==> src/rtl/vd_pkg.sv <==
package vd_pkg;
  localparam int unsigned VD_MAX_M = 5;
  localparam int unsigned VD_TRUNC = 20;
  localparam int unsigned VD_PMW   = 6;
endpackage

==> src/rtl/vd_bmu.sv <==
module vd_bmu #(
  parameter int unsigned MAX_M = 5
) (
  input  logic [MAX_M:0]   g0,
  input  logic [MAX_M:0]   g1,
  input  logic [MAX_M-1:0] st,
  input  logic             u,
  input  logic [1:0]       sym,
  output logic [1:0]       bm
);
  logic [MAX_M:0] win;
  logic c0, c1;

  always_comb begin
    win = {st, u};
    c0  = ^(g0 & win);
    c1  = ^(g1 & win);
    bm  = {1'b0, c0 ^ sym[1]} + {1'b0, c1 ^ sym[0]};
  end
endmodule

==> src/rtl/vd_acs.sv <==
module vd_acs #(
  parameter int unsigned PMW = 6
) (
  input  logic [PMW-1:0] pm0,
  input  logic [PMW-1:0] pm1,
  input  logic [1:0]     bm0,
  input  logic [1:0]     bm1,
  output logic           sel,
  output logic [PMW-1:0] pm_new
);
  logic [PMW:0] s0, s1, win;

  always_comb begin
    s0  = {1'b0, pm0} + {{(PMW-1){1'b0}}, bm0};
    s1  = {1'b0, pm1} + {{(PMW-1){1'b0}}, bm1};
    sel = (s1 < s0);
    win = sel ? s1 : s0;
    pm_new = win[PMW] ? {PMW{1'b1}} : win[PMW-1:0];
  end
endmodule

==> src/rtl/hd_viterbi_r2.sv <==
module hd_viterbi_r2 #(
  parameter int unsigned MAX_M = vd_pkg::VD_MAX_M,
  parameter int unsigned TRUNC = vd_pkg::VD_TRUNC,
  parameter int unsigned PMW   = vd_pkg::VD_PMW
) (
  input  logic                          clk,
  input  logic                          rst_n,
  input  logic [$clog2(MAX_M+1)-1:0]    cfg_m,
  input  logic [MAX_M:0]                cfg_g0,
  input  logic [MAX_M:0]                cfg_g1,
  input  logic                          in_valid,
  output logic                          in_ready,
  input  logic [1:0]                    in_sym,
  output logic                          out_valid,
  input  logic                          out_ready,
  output logic                          out_bit
);
  localparam int unsigned NS  = 1 << MAX_M;
  localparam int unsigned IW  = MAX_M;
  localparam int unsigned MSW = $clog2(MAX_M+1);
  localparam int unsigned CW  = $clog2(TRUNC+1);

  logic [MSW-1:0]   m_q, m_eff;
  logic [MAX_M:0]   g0_q, g1_q;
  logic             cfg_chg;
  logic             busy, cur;
  logic [IW-1:0]    idx, last_idx, hi_bit;
  logic [IW:0]      one_sh;
  logic [1:0]       sym_q;
  logic [CW-1:0]    steps;
  logic [PMW-1:0]   min_prev, run_pm, fin_pm;
  logic             run_bit, fin_bit;

  logic [PMW-1:0]   pm_bank [2][NS];
  logic [TRUNC-1:0] sv_bank [2][NS];

  logic [IW-1:0]    pred [2];
  logic [PMW-1:0]   norm [2];
  logic [1:0]       bm   [2];
  logic             sel;
  logic [PMW-1:0]   pm_new;
  logic [IW-1:0]    psel;
  logic [TRUNC-1:0] sv_new;

  assign cfg_chg = (cfg_m != m_q) || (cfg_g0 != g0_q) || (cfg_g1 != g1_q);

  always_comb begin
    if (m_q < MSW'(2))          m_eff = MSW'(2);
    else if (m_q > MSW'(MAX_M)) m_eff = MSW'(MAX_M);
    else                        m_eff = m_q;
    one_sh   = (IW+1)'(1) << m_eff;
    last_idx = IW'(one_sh - 1'b1);
    hi_bit   = IW'(one_sh >> 1);
    pred[0]  = idx >> 1;
    pred[1]  = (idx >> 1) | hi_bit;
  end

  for (genvar b = 0; b < 2; b++) begin : g_branch
    assign norm[b] = pm_bank[cur][pred[b]] - min_prev;
    vd_bmu #(.MAX_M(MAX_M)) u_bmu (
      .g0(g0_q), .g1(g1_q), .st(pred[b]), .u(idx[0]), .sym(sym_q), .bm(bm[b])
    );
  end

  vd_acs #(.PMW(PMW)) u_acs (
    .pm0(norm[0]), .pm1(norm[1]), .bm0(bm[0]), .bm1(bm[1]),
    .sel(sel), .pm_new(pm_new)
  );

  always_comb begin
    psel   = sel ? pred[1] : pred[0];
    sv_new = {sv_bank[cur][psel][TRUNC-2:0], idx[0]};
    if (idx == '0 || pm_new < run_pm) begin
      fin_pm  = pm_new;
      fin_bit = sv_new[TRUNC-1];
    end else begin
      fin_pm  = run_pm;
      fin_bit = run_bit;
    end
  end

  assign in_ready = !busy && !out_valid && !cfg_chg;

  always_ff @(posedge clk) begin
    if (!rst_n || cfg_chg) begin
      m_q       <= cfg_m;
      g0_q      <= cfg_g0;
      g1_q      <= cfg_g1;
      busy      <= 1'b0;
      cur       <= 1'b0;
      idx       <= '0;
      sym_q     <= '0;
      steps     <= '0;
      min_prev  <= '0;
      run_pm    <= '0;
      run_bit   <= 1'b0;
      out_valid <= 1'b0;
      out_bit   <= 1'b0;
      for (int k = 0; k < NS; k++) begin
        for (int j = 0; j < 2; j++) begin
          pm_bank[j][k] <= (k == 0) ? '0 : {PMW{1'b1}};
          sv_bank[j][k] <= '0;
        end
      end
    end else begin
      if (out_valid && out_ready) out_valid <= 1'b0;
      if (in_valid && in_ready) begin
        sym_q <= in_sym;
        busy  <= 1'b1;
        idx   <= '0;
      end
      if (busy) begin
        pm_bank[~cur][idx] <= pm_new;
        sv_bank[~cur][idx] <= sv_new;
        run_pm  <= fin_pm;
        run_bit <= fin_bit;
        idx     <= idx + 1'b1;
        if (idx == last_idx) begin
          busy     <= 1'b0;
          cur      <= ~cur;
          min_prev <= fin_pm;
          if (steps != CW'(TRUNC)) steps <= steps + 1'b1;
          if (steps >= CW'(TRUNC-1)) begin
            out_valid <= 1'b1;
            out_bit   <= fin_bit;
          end
        end
      end
    end
  end
endmodule

==> config.mk <==
export PLATFORM = sky130hd
export DESIGN_NAME = hd_viterbi_r2
export DESIGN_NICKNAME = d
export VERILOG_FILES = /design/src/rtl/vd_pkg.sv /design/src/rtl/vd_bmu.sv /design/src/rtl/vd_acs.sv /design/src/rtl/hd_viterbi_r2.sv
export SDC_FILE = /design/constraint.sdc
export NUM_CORES = 2
export LEC_CHECK = 0
export ABC_AREA = 0
export BUFFER_PORTS_ARGS = -buffer_cell sky130_fd_sc_hd__buf_4
export CAP_MARGIN = 20
export CORE_ASPECT_RATIO = 0.6
export CORE_UTILIZATION = 46
export DETAILED_ROUTE_END_ITERATION = 8
export PLACE_DENSITY_LB_ADDON = 0.1
export SETUP_SLACK_MARGIN = 0.3
export SLEW_MARGIN = 20
export SYNTH_ARGS = -nofsm -noshare
export SYNTH_HDL_FRONTEND = slang
export SYNTH_SLANG_ARGS = --single-unit
==> constraint.sdc <==
create_clock -name clk -period 9.2 [get_ports clk]
set_input_delay 0.92 -clock clk [delete_from_list [all_inputs] [get_ports clk]]
set_output_delay 0.92 -clock clk [all_outputs]
set_load 0.05 [all_outputs]
# [Word level (Yosys, flattened, before mapping)]
# Memory sizes are Yosys's and may differ from the RTL's. A register that Yosys moved wholly into a read port is not among the register bits.
# Index checks and enable logic that the tools add are counted.
# W data, S select, Z words.
[word_totals] regBits=44 latchBits=0 ramBits=1664 romBits=0 input_bits=21 output_inout_bits=3 elab_cells=123 n_memories=2
[memory_table] name="sv_bank" depth=2 width=640 rd=1 rd_ports_with_merged_regs=1 wr=2 line="hd_viterbi_r2.sv:35" text="logic [TRUNC-1:0] sv_bank [2][NS];"
[memory_table] name="pm_bank" depth=2 width=192 rd=1 rd_ports_with_merged_regs=1 wr=2 line="hd_viterbi_r2.sv:34" text="logic [PMW-1:0] pm_bank [2][NS];"
[classes] n_addsub=9 multipliers=0 div=0 order_cmp=10 eq_ne=5 shifts=1 n_mux=45 n_bitwise=14 n_reduce_logical=24
[ops] op="$mux W640" n=3
[ops] op="$reduce_or A640 Y1" n=1
[ops] op="$mux W192" n=3
[ops] op="$reduce_or A192 Y1" n=1
[ops] op="$bmux W20 S5" n=1
[ops] op="$demux W20 S5" n=1
[ops] op="$bmux W6 S5" n=2
[ops] op="$mux W6" n=7
[ops] op="$mux W19" n=2
[ops] op="$demux W6 S5" n=1
[ops] op="$ge A6 B6 Y1 const B" n=4
[ops] op="$reduce_xor A6 Y1" n=4
[ops] op="$mux W20" n=1
[ops] op="$mux W1" n=18
[ops] op="$not A5 Y6" n=3
[ops] op="$mux W5" n=3
[ops] op="$add A6 B2 Y7" n=2
[ops] op="$and A6 B5 Y6" n=2
[ops] op="$and A6 B6 Y6" n=2
[ops] op="$ne A6 B6 Y1" n=2
[ops] op="$sub A6 B6 Y6" n=2
[ops] op="$add A5 B1 Y5 const B" n=2
[ops] op="$lt A7 B7 Y1" n=1
[ops] op="$mux W7" n=1
[ops] op="23 further kinds" n=39

# [Logic depth before layout (Yosys ltp)]
[logic_depth] word_depth=18 mapped_depth=42 depth_no_buf=31

# [Hierarchy]
# From an unflattened synthesis, not the netlist that was laid out.
[unflattened] cells_unflattened=5181 hier_area_um2=75217.1
[modules_own_cells] mod="hd_viterbi_r2" n_inst=1 cells_each=5068 area_each_um2=74311.3 seq_area_each_um2=49097.1
[modules_own_cells] mod="vd_acs" n_inst=1 cells_each=71 area_each_um2=540.5 seq_area_each_um2=0.0
[modules_own_cells] mod="vd_bmu" n_inst=2 cells_each=21 area_each_um2=182.7 seq_area_each_um2=0.0

# [Least setup slack after synthesis]
# OpenSTA, ideal clock, no wires.
[synth_timing] path_kind="register to register" startpoint="register (tool-made name)" endpoint="register min_prev[2]" setup_time_ns=0.130 t_arrival_ns=8.759 required_time_ns=9.070 path_slack_ns=0.310 stages_incl_launch_ff=39 n_path_buf=10 period_less_slack_ns=8.890 path_cell_list="dfxtp_1 -> buf_6 -> buf_4 -> buf_4 -> buf_4 -> buf_2 -> buf_2 -> mux4_2 -> mux4_2 -> nand2_1 -> o21ai_0 -> o21ai_0 -> ha_1 -> inv_1 -> fa_1 -> a21o_1 -> a21oi_1 -> xor2_1 -> [... 3 more ...] -> ha_1 -> nand3_1 -> or2_2 -> a31oi_1 -> nand2b_4 -> o211ai_2 -> buf_4 -> buf_2 -> inv_2 -> ha_1 -> and4_1 -> a21oi_1 -> a22o_1 -> nand4_1 -> o2bb2ai_4 -> buf_6 -> mux2i_1 -> a21oi_1"
[synth_rtl] element="end signal, assigned" line="hd_viterbi_r2.sv:121" text="min_prev <= fin_pm;"
[synth_rtl] element="end, declared" line="hd_viterbi_r2.sv:31" text="logic [PMW-1:0] min_prev, run_pm, fin_pm;"

==> impl_metrics.env <==
export IMPL_slew_headroom_pct=25.30
export IMPL_nets=5263
export IMPL_hold_viol=0
export IMPL_critPathRequiredTime_ns=9.86
export IMPL_io_pins=24
export IMPL_netlist_area_um2=73850
export IMPL_netlist_instances=5308
export IMPL_seq_area_frac_synth_pct=66.48
export IMPL_ys_top_cells_by_count="1,615 x edfxtp_1, 1,313 x nor2_1, 708 x nand2_1"
export IMPL_fp_coreArea_um2=158800
export IMPL_final_setup_worst_slack_ns=0.2429
export IMPL_crit_path_end_kind="register"
export IMPL_area_growth_pct=10.41
export IMPL_fin_crit_ns=8.957
export IMPL_p_leak_nw=27.51
export IMPL_whs_ns=0.3018
export IMPL_worst_slew_pin_slew_ns=1.118
export IMPL_grt_usage_pct=29.12
export IMPL_synth_most_common_cell="edfxtp_1"
export IMPL_cts_htree_levels=4
export IMPL_arrival_ns=9.61
export IMPL_hp_class="input pin to register"
export IMPL_syn_area_per_cell_um2=13.91
export IMPL_skew_ns=0.03958
export IMPL_cts_buffers=154
export IMPL_viasPerCell=6.174
export IMPL_crit_type="register to register"
export IMPL_numClockSinks=1645
export IMPL_drt_iter0_markers=6306
export IMPL_synth_edff_count=1615
export IMPL_crit_path_start_kind="register"
export IMPL_fin_cells=7462
export IMPL_grt_max_degree=92
export IMPL_die_h_um=312.4
export IMPL_initial_utilization_pct=46.51
export IMPL_postSynth_asyncResetShare_pct=0
export IMPL_final_setup_viol_count=0
export IMPL_synth_cell_types=80
export IMPL_synth_top_area_share_pct=65.67
export IMPL_ys_flop_type="edfxtp_1"
export IMPL_drc=0
export IMPL_dp_cells=7179
export IMPL_cts_buffer_depth=3
export IMPL_ys_ff_latch=1645
export IMPL_die_area_um2=162200
export IMPL_cts_tree="done"
export IMPL_grt_pass1_vias=44451
export IMPL_routedWlPerCell_um=31.55
export IMPL_max_cap_violations=0
export IMPL_reg2reg_slack_ns=0.24
export IMPL_insertion_delay_ns=0.83
export IMPL_setup_tns_ns=0
export IMPL_cp_max_fo=64
export IMPL_fmax_ghz=0.1116
export IMPL_grt_pass1_wl_mm=336.7
export IMPL_num_vias=46067
export IMPL_numPortBuffers=23
export IMPL_wl_mm=235.4
export IMPL_antenna_found_initial=6
export IMPL_ant_nets=0
export IMPL_dp_hpwl_mm=145.9
export IMPL_n_fill_cell=13371
export IMPL_dp_slack_ns=0.4174
export IMPL_drv_slew=0
export IMPL_drive_gt1_share_pct=18.62
export IMPL_placementRows=113
export IMPL_clock_root_buffer="clkbuf_16"
export IMPL_rsz0062_at_grt="no"
export IMPL_grt_ovfl_total=0
export IMPL_fin_crit_sh_pct=97.36
export IMPL_power_density_nw_per_um2=201.2
export IMPL_drtPass1Iterations=5
export IMPL_irDropWorstVdd_mv=0.1991
export IMPL_yosysTopAreaCell="edfxtp_1"
export IMPL_die_w_um=519.3
export IMPL_clk_pin_slew_ns=0.07
export IMPL_ys_warn_count=0
export IMPL_status="finished clean"
export IMPL_gp_congestion=0.9106
export IMPL_synthTopCellsByArea="edfxtp_1 66%, mux4_2 12%, nor2_1 6.7%"
-- cells by family after synthesis --
family                     synth area share (%)
and+or+nand+nor                           12.11
DFF                                       66.48
buffers and inverters                     3.453
muxes                                     13.37
AOI/OAI and AO/OA                         3.255
xor gates and xnor gates                 0.7116
adders and majority gates                0.6167
other                                  0.005078
-- state kept, by name (all words and copies together) (netlist names), 2 cells and up, named ones only --
name and cells:
sym_q 2, steps 5, min_prev 6, m_q 3
g1_q 6, sv_bank 1216, pm_bank 384, g0_q 6
run_pm 6, idx 5
-- path summary, 6_finish.rpt --
check,from,end,cells after the start
hold / removal,cfg_g1[1],g1_q[1],1
setup reg to reg,idx[1],sv_bank[1][568],23
hold reg to reg,run_bit,run_bit,2
setup / recovery,idx[1],sv_bank[1][568],23
-- cells in the final DEF (no fill, tap or decap), drive strengths merged, types with 6 or more instances in the layout --
cell and instances:
a21oi 29, clkbuf 197, mux2 28, clkinvlp 7
a21o 6, o21a 10, bufinv 9, a221oi 7
dfxtp 30, nor3 17, a211o 19, or2 7
mux4 407, and2 13, xor2 22, nand3 49
ha 30, o21ai 41, xnor2 38, and3 86
a211oi 97, nor2 1313, buf 248, nor3b 6
nand4 11, inv 41, a31oi 61, a22oi 13
clkinv 64, a22o 7, mux2i 38, nand2 708
edfxtp 1615
-- worst max-delay path: stages (launching register included) --
cell       delay, ns
dfxtp_4         0.89
buf_12          0.35
mux4_2          0.38
mux4_2          0.46
a211oi_1        0.47
a31oi_1         0.15
fa_1            0.50
a21o_1          0.18
a21oi_1         0.16
xor2_1          0.14
or4b_2          0.77
xnor2_1         0.18
ha_1            0.21
nor2_1          0.34
o2111ai_4       0.33
nand2_4         0.44
buf_4           0.36
buf_4           0.41
nand2_1         0.22
a31oi_1         0.57
a211o_1         0.59
o21ai_4         0.12
buf_12          0.25
nor2_1          0.17
-- per-layer routing --
| metal | GRT usage, % | part of all wire, % | up-vias |
|---|---|---|---|
| met3 | 7.725 | 11 | 265 |
| met1 | 44.78 | 44 | 24209 |
| met2 | 41.26 | 43 | 2417 |
| met4 | 6.614 | 1.8 | 4 |
| li1 | - | - | 19172 |
| met5 | 0 | 0.011 | - |
-- layout make-up --
| cell class | instances | area, um2 | area share [%] |
|---|---|---|---|
| sequential | 1645 | 49100 | 60.22 |
| multi-input combinational | 3123 | 22600 | 27.72 |
| clock buffer | 197 | 4079 | 5.002 |
| tap | 2127 | 2661 | 3.264 |
| timing repair buffer | 248 | 2200 | 2.698 |
| clock inverter | 85 | 755.7 | 0.9268 |
| inverter | 36 | 136.4 | 0.1673 |
| antenna | 1 | 2.502 | 0.003069 |
-- timing repair --
item / CTS / global route
buffers inserted: 0 / 0
endpoints found under the setup margin: 0 / 352
hold buffers: 0 / 0
resized for setup: 0 / 10
-- through the flow --
step           area, um2  utilization, %  power (mW)
6_report           81540           51.36       16.40
5_1_grt            81540           51.35       16.79
4_1_cts            81500           51.33       16.42
3_5_place_dp       76660           48.28       10.16
3_3_place_gp       76660           48.28       10.15
2_1_floorplan      73850               -       9.358
-- report_power, final --
part / internal (mW) / leakage, nW / switching [mW] / total (mW)
Clock: 3.41 / 2.33 / 2.96 / 6.37
Sequential: 8.10 / 18.5 / 0.00572 / 8.10
Combinational: 0.401 / 6.66 / 1.52 / 1.93
Power figures use the tool's default switching activity.
